File: src/rtl/adcCalPkg.sv
package adcCalPkg;
  // strobes from the frame sequencer to the correction datapath
  typedef struct packed {
    logic finish;    // frame reached its last serial clock
    logic frameCal;  // current frame is a calibration frame
    logic frameBad;  // current frame has been corrupted
    logic calGood;   // calibration frame finished clean
    logic abort;     // frame ended early
  } calStrobe_t;
endpackage

File: src/rtl/calCtrl.sv
module calCtrl
  import adcCalPkg::*;
#(
  parameter int FRAME_CLKS = 19
) (
  input  logic       clk,
  input  logic       rstN,
  input  logic       csN,
  input  logic       sclk,
  input  logic       calPin,
  input  logic       calBitWr,
  output calStrobe_t strb
);
  localparam int CNT_W = $clog2(FRAME_CLKS + 1);
  localparam logic [CNT_W-1:0] LAST_CNT = CNT_W'(FRAME_CLKS - 1);

  typedef enum logic [1:0] {ST_IDLE, ST_RUN, ST_HOLD} frameState_t;

  frameState_t state;
  logic [CNT_W-1:0] clkCnt;
  logic csQ, sclkQ, calPinQ;
  logic isCal, isBad, calPending;

  logic csFall, csRise, sclkRise, pinRise, badNow, lastClk;

  assign csFall   = csQ & ~csN;
  assign csRise   = ~csQ & csN;
  assign sclkRise = ~sclkQ & sclk;
  assign pinRise  = ~calPinQ & calPin;
  assign badNow   = isBad | pinRise | calBitWr;
  assign lastClk  = (state == ST_RUN) && !csRise && sclkRise && (clkCnt == LAST_CNT);

  always_comb begin
    strb.finish   = lastClk;
    strb.frameCal = isCal;
    strb.frameBad = badNow;
    strb.calGood  = lastClk && isCal && !badNow;
    strb.abort    = (state == ST_RUN) && csRise;
  end

  always_ff @(posedge clk) begin
    if (!rstN) begin
      csQ        <= 1'b1;
      sclkQ      <= 1'b0;
      calPinQ    <= 1'b0;
      state      <= ST_IDLE;
      clkCnt     <= '0;
      isCal      <= 1'b0;
      isBad      <= 1'b0;
      calPending <= 1'b0;
    end else begin
      csQ     <= csN;
      sclkQ   <= sclk;
      calPinQ <= calPin;
      case (state)
        ST_IDLE: begin
          if (csFall) begin
            state      <= ST_RUN;
            clkCnt     <= '0;
            isCal      <= calPin | calPending;
            isBad      <= 1'b0;
            calPending <= calBitWr;
          end else if (calBitWr) begin
            calPending <= 1'b1;
          end
        end
        ST_RUN: begin
          isBad <= badNow;
          if (calBitWr) calPending <= 1'b1;
          if (csRise) begin
            state <= ST_IDLE;
          end else if (sclkRise) begin
            if (clkCnt == LAST_CNT) state <= ST_HOLD;
            else clkCnt <= clkCnt + 1'b1;
          end
        end
        default: begin
          if (calBitWr) calPending <= 1'b1;
          if (csRise) state <= ST_IDLE;
        end
      endcase
    end
  end
endmodule

File: src/rtl/calDatapath.sv
module calDatapath
  import adcCalPkg::*;
#(
  parameter int CODE_W    = 14,
  parameter int OFF_LIMIT = 500,
  parameter int GAIN_W    = 3
) (
  input  logic              clk,
  input  logic              rstN,
  input  calStrobe_t        strb,
  input  logic [GAIN_W-1:0] gainSel,
  input  logic [CODE_W-1:0] rawA,
  input  logic [CODE_W-1:0] rawB,
  input  logic              rdSel,
  output logic [CODE_W-1:0] rdData,
  output logic [CODE_W-1:0] resA,
  output logic [CODE_W-1:0] resB,
  output logic              resValid,
  output logic              resCorrupt,
  output logic              calDone,
  output logic              abortPulse,
  output logic              recalNeeded
);
  localparam int NCH = 2;
  localparam logic signed [CODE_W-1:0] OFF_HI   = CODE_W'(OFF_LIMIT);
  localparam logic signed [CODE_W-1:0] OFF_LO   = CODE_W'(-OFF_LIMIT);
  localparam logic signed [CODE_W:0]   CODE_MAX = {2'b00, {(CODE_W-1){1'b1}}};
  localparam logic signed [CODE_W:0]   CODE_MIN = {2'b11, {(CODE_W-1){1'b0}}};

  logic signed [CODE_W-1:0] rawCh [NCH];
  logic signed [CODE_W-1:0] offCh [NCH];
  logic signed [CODE_W-1:0] resCh [NCH];
  logic [GAIN_W-1:0] gainQ;

  assign rawCh[0] = $signed(rawA);
  assign rawCh[1] = $signed(rawB);

  function automatic logic signed [CODE_W-1:0] clampOffset(input logic signed [CODE_W-1:0] v);
    if (v > OFF_HI) return OFF_HI;
    if (v < OFF_LO) return OFF_LO;
    return v;
  endfunction

  function automatic logic signed [CODE_W-1:0] subSat(input logic signed [CODE_W-1:0] a,
                                                      input logic signed [CODE_W-1:0] b);
    logic signed [CODE_W:0] diff;
    diff = {a[CODE_W-1], a} - {b[CODE_W-1], b};
    if (diff > CODE_MAX) return CODE_MAX[CODE_W-1:0];
    if (diff < CODE_MIN) return CODE_MIN[CODE_W-1:0];
    return diff[CODE_W-1:0];
  endfunction

  for (genvar ch = 0; ch < NCH; ch++) begin : gChan
    always_ff @(posedge clk) begin
      if (!rstN) begin
        offCh[ch] <= '0;
        resCh[ch] <= '0;
      end else if (strb.finish) begin
        if (strb.calGood) offCh[ch] <= clampOffset(rawCh[ch]);
        else if (!strb.frameCal) resCh[ch] <= subSat(rawCh[ch], offCh[ch]);
      end
    end
  end

  always_ff @(posedge clk) begin
    if (!rstN) begin
      resValid    <= 1'b0;
      calDone     <= 1'b0;
      abortPulse  <= 1'b0;
      resCorrupt  <= 1'b0;
      recalNeeded <= 1'b0;
      gainQ       <= '0;
    end else begin
      resValid   <= strb.finish && !strb.frameCal;
      calDone    <= strb.finish && strb.frameCal;
      abortPulse <= strb.abort;
      if (strb.finish) resCorrupt <= strb.frameBad;
      gainQ <= gainSel;
      if (gainSel != gainQ) recalNeeded <= 1'b1;
      else if (strb.calGood) recalNeeded <= 1'b0;
    end
  end

  assign resA   = resCh[0];
  assign resB   = resCh[1];
  assign rdData = rdSel ? offCh[1] : offCh[0];
endmodule

File: src/rtl/adcOffsetCal.sv
module adcOffsetCal
  import adcCalPkg::*;
#(
  parameter int CODE_W     = 14,
  parameter int FRAME_CLKS = 19,
  parameter int OFF_LIMIT  = 500,
  parameter int GAIN_W     = 3
) (
  input  logic              clk,
  input  logic              rstN,
  input  logic              csN,
  input  logic              sclk,
  input  logic              calPin,
  input  logic              calBitWr,
  input  logic [GAIN_W-1:0] gainSel,
  input  logic [CODE_W-1:0] rawA,
  input  logic [CODE_W-1:0] rawB,
  input  logic              rdSel,
  output logic [CODE_W-1:0] rdData,
  output logic [CODE_W-1:0] resA,
  output logic [CODE_W-1:0] resB,
  output logic              resValid,
  output logic              resCorrupt,
  output logic              calDone,
  output logic              abortPulse,
  output logic              recalNeeded
);
  calStrobe_t strb;

  calCtrl #(.FRAME_CLKS(FRAME_CLKS)) uCtrl (
    .clk(clk), .rstN(rstN), .csN(csN), .sclk(sclk),
    .calPin(calPin), .calBitWr(calBitWr), .strb(strb)
  );

  calDatapath #(.CODE_W(CODE_W), .OFF_LIMIT(OFF_LIMIT), .GAIN_W(GAIN_W)) uData (
    .clk(clk), .rstN(rstN), .strb(strb), .gainSel(gainSel),
    .rawA(rawA), .rawB(rawB), .rdSel(rdSel), .rdData(rdData),
    .resA(resA), .resB(resB), .resValid(resValid), .resCorrupt(resCorrupt),
    .calDone(calDone), .abortPulse(abortPulse), .recalNeeded(recalNeeded)
  );
endmodule

File: config.mk
export PLATFORM = sky130hd
export DESIGN_NAME = adcOffsetCal
export DESIGN_NICKNAME = d
export VERILOG_FILES = /design/src/rtl/adcCalPkg.sv /design/src/rtl/calCtrl.sv /design/src/rtl/calDatapath.sv /design/src/rtl/adcOffsetCal.sv
export SDC_FILE = /design/constraint.sdc
export NUM_CORES = 1
export LEC_CHECK = 0
export BUFFER_PORTS_ARGS = -buffer_cell sky130_fd_sc_hd__buf_2
export CORE_MARGIN = 2
export CORE_UTILIZATION = 55
export DETAILED_ROUTE_END_ITERATION = 10
export PLACE_DENSITY = 0.78
export SYNTH_ARGS = -nofsm -noshare
export SYNTH_HDL_FRONTEND = slang
export SYNTH_SLANG_ARGS = --single-unit
File: constraint.sdc
create_clock -name clk -period 10.05 [get_ports clk]
set_input_delay 1.005 -clock clk [delete_from_list [all_inputs] [get_ports clk]]
set_output_delay 1.005 -clock clk [all_outputs]
set_load 0.02 [all_outputs]
==> key figures <==
Status
  • Status: finished, final reports clean

Drt
  • Vias/cell: 5.71
  • Total Routed Length: 11400 µm
  • DR iter-0 viols: 215
  • Total number of vias: 4257
  • Drt first pass iters: 4
  • Antenna-violating nets left: 0
  • DRC Markers: 0
  • Wirelength per Cell: 15.3 µm

Synthesis
  • Post-Syn Instances: 555
  • Asr flop ratio synth: 0
  • EDFF count, synth: 56
  • Mean area per synthesized cell: 9.09 µm²
  • FF+latch count, synth: 77
  • Sequential-to-total area share from yosys stat: 0.417
  • Warning count from the yosys run: 0
  • Synthesized cell area: 0.00504 mm²
  • Largest area contributor in the netlist: edfxtp_1
  • Synth Flop Type: edfxtp_1
  • Post-Syn Nets: 627
  • Yosys top cell area share: 0.333
  • Yosys cell types: 59
  • Top cells by area, synth: edfxtp_1, dfxtp_1, ha_1

Floorplan
  • Placement row count: 34
  • Core area: 0.00881 mm²
  • Die Width: 99.8 µm
  • Starting density of the core: 0.573
  • DIE AREA: 0.00995 mm²
  • I/O Pins: 85
  • Die height: 99.8 µm

GRT
  • First-pass GRT wire length: 18800 µm
  • Vias in the first global route: 4012
  • Pin count of the biggest net entering global routing: 30
  • GRT Resource Usage Total: 0.239
  • Remaining Overflow, GRT: 0
  • Initial antenna violation count: 0

Clock network
  • CTS tree: yes
  • CTS Hold Bufs: 0
  • CTS Buf Count: 9
  • Clock Latency Late Sink: 360 ps
  • H-Tree Depth: 3
  • Clk sink count: 77
  • Post-CTS Resized: 0
  • Root Buffer: clkbuf_8
  • Setup bufs post-CTS: 0
  • Bufs on Longest Clock Path: 2
  • Clock slew seen by the registers of the worst setup and hold paths: 90 ps

STA
  • Final setup fails: 0
  • Unrepaired setup endpoints after global routing: false
  • Fin Clk Skew: 16.0 ps
  • Rel. slew slack: 0.198
  • Final Cycle Share: 0.384
  • Tmin final: 3860 ps
  • Max Fclk: 0.259 GHz
  • Worst Max-Slew Pin Slew: 1200 ps
  • Setup_tns: 0 ps
  • Final hold vios: 0
  • Final Slew Violations: 0

Place
  • IO Port Bufs: 84
  • Dpl hpwl: 8740 µm
  • GPL Wtd Cong: 0.879

Pwr
  • Sw Ratio: 0.327
  • LEAKAGE: 2.47 nW
  • Maximum vdd drop: 0.0763 mV
  • PwrDens: 137 mW/mm²
  • Sequential fraction of design power: 0.461
  • Comb pwr share: 0.255
  • Sw power: 255 µW
  • Power Internal: 526 µW
  • Overall power: 781 µW
  • Clock share of power: 0.284

Min path
  • Hold crit path type: reg2reg
  • Hold depth: 2

Layout
  • # diodes: 0
  • NumNets Final: 705
  • Layout Area Growth over Synthesis: 13.3%
  • Share of layout cells above drive strength 1: 0.199

Critical path
  • CP endpoint kind: flip-flop
  • R2R cell count: 10
  • Worst Path Required: 10260 ps
  • Crit-path max FO: 12
  • Crit path DAT: 4070 ps
  • Crit path launch type: input port
  • Crit Path Category: in2reg

Run
  • Max_cap viols: 0
==> cell type report <==
class | count | area (µm²)
sequential | 77 | 2100
multi-input combinational | 413 | 2680
inverter | 46 | 173
clock inverter | 6 | 46.3
tap | 108 | 135
timing repair buffer | 86 | 435
clock buffer | 10 | 138
fill | 764 | 3100
==> per-stage QoR <==
| step | area [µm²] | instances | util | hold WS [ps] | setup slack (ps) |
|---|---|---|---|---|---|
| 4_1_cts | 5710 | 746 | 0.648 | 515 | 6220 |
| 3_3_place_gp | 5530 | 730 | 0.628 | 480 | 5980 |
| 2_1_floorplan | 5040 | 555 | - | 468 | 6250 |
| 6_report | 5710 | 746 | 0.648 | 514 | 6190 |
| 5_1_grt | 5710 | 746 | 0.648 | 542 | 5870 |
| 3_5_place_dp | 5530 | 730 | 0.628 | 503 | 5840 |
==> per-layer routing <==
metal	routed length, µm	vias to the layer above	track usage	share of wire
li1	-	2132	-	-
met1	5250	1967	0.310	0.46
met2	5320	134	0.395	0.47
met3	525	24	0.0401	0.046
met4	301	0	0.104	0.026
met5	0	-	0	0
==> worst max-delay path, stage by stage <==
cell      delay [ps]
buf_2             90
inv_1             50
ha_1             230
fa_1             380
nand2b_1         190
a21oi_1          210
nor3_1            70
o31ai_1          460
a31oi_1          230
mux2i_1          740
o211ai_1         220
a21oi_2          180
==> cells in the mapped netlist (2+ instances only) <==
master / n
nor3_1: 7
buf_2: 3
nand2_1: 60
o21ai_1: 11
ha_1: 32
nand3_1: 10
fa_1: 2
o21a_1: 16
nor2_1: 41
dfxtp_1: 21
nand4_1: 4
or3_1: 2
buf_6: 2
xor2_1: 9
nor2b_1: 10
o21ai_0: 39
nor3b_1: 3
and3_1: 10
o211a_1: 2
nor4_1: 4
a21o_1: 6
and2_1: 5
mux2i_1: 3
o2111ai_1: 3
edfxtp_1: 56
a2111oi_0: 2
xnor2_1: 12
a311o_1: 2
a21oi_1: 37
a31oi_1: 15
nand2b_1: 23
or2_2: 3
o22ai_1: 3
a21oi_2: 11
o31ai_1: 2
clkbuf_1: 14
inv_1: 46
o31a_1: 2
a211oi_1: 2
==> final timing paths <==
| path | slack [ps] | startpoint | to |
|---|---|---|---|
| worst min register to register | 510 | uCtrl.isBad | uCtrl.isBad |
| worst min-delay path | 510 | uCtrl.isBad | uCtrl.isBad |
| worst max-delay path | 6190 | rawB[0] | uData.resCh[1][5] |
| worst max register to register | 6550 | uData.offCh[1][0] | uData.resCh[1][5] |
==> cells in the final DEF, fill, tap and decap left out, types with 11 or more instances in the layout <==
cell type	netlist	final
buf_2	3	84
nand2_1	60	60
edfxtp_1	56	56
inv_1	46	46
nor2_1	41	41
o21ai_0	39	38
a21oi_1	37	37
ha_1	32	32
nand2b_1	23	23
dfxtp_1	21	21
o21a_1	16	16
a31oi_1	15	15
xnor2_1	12	12
a21oi_2	11	11
o21ai_1	11	11
==> power groups by stage <==
stage          combinational (mW)  sequential, mW  clock, mW
2_1_floorplan               0.139           0.375          0
4_1_cts                     0.198           0.360      0.224
5_1_grt                     0.220           0.362      0.238
3_5_place_dp                0.197           0.367          0
6_report                    0.199           0.360      0.222
3_3_place_gp                0.192           0.367          0
==> cell families after synthesis <==
family,Yosys count,synth area share
adder cells (fa/ha/maj),34,0.0873
AND/OR/NAND/NOR,192,0.190
multiplexers,4,0.00819
flip-flops,77,0.417
AO/OA/AOI/OAI,162,0.209
XOR/XNOR,21,0.0365
buffers and inverters,65,0.0521
==> flip-flops by register name, indices dropped and copies added (netlist names) <==
signal             flops
uData.offCh           28
uData.resCh           28
uCtrl.clkCnt           5
uData.gainQ            3
uCtrl.state            2
uCtrl.calPending       1
uCtrl.calPinQ          1
uCtrl.csQ              1
uCtrl.isBad            1
uCtrl.isCal            1
uCtrl.sclkQ            1
uData.abortPulse       1
uData.calDone          1
uData.recalNeeded      1
uData.resCorrupt       1
uData.resValid         1
No activity file was read; power rests on OpenSTA's default activity.
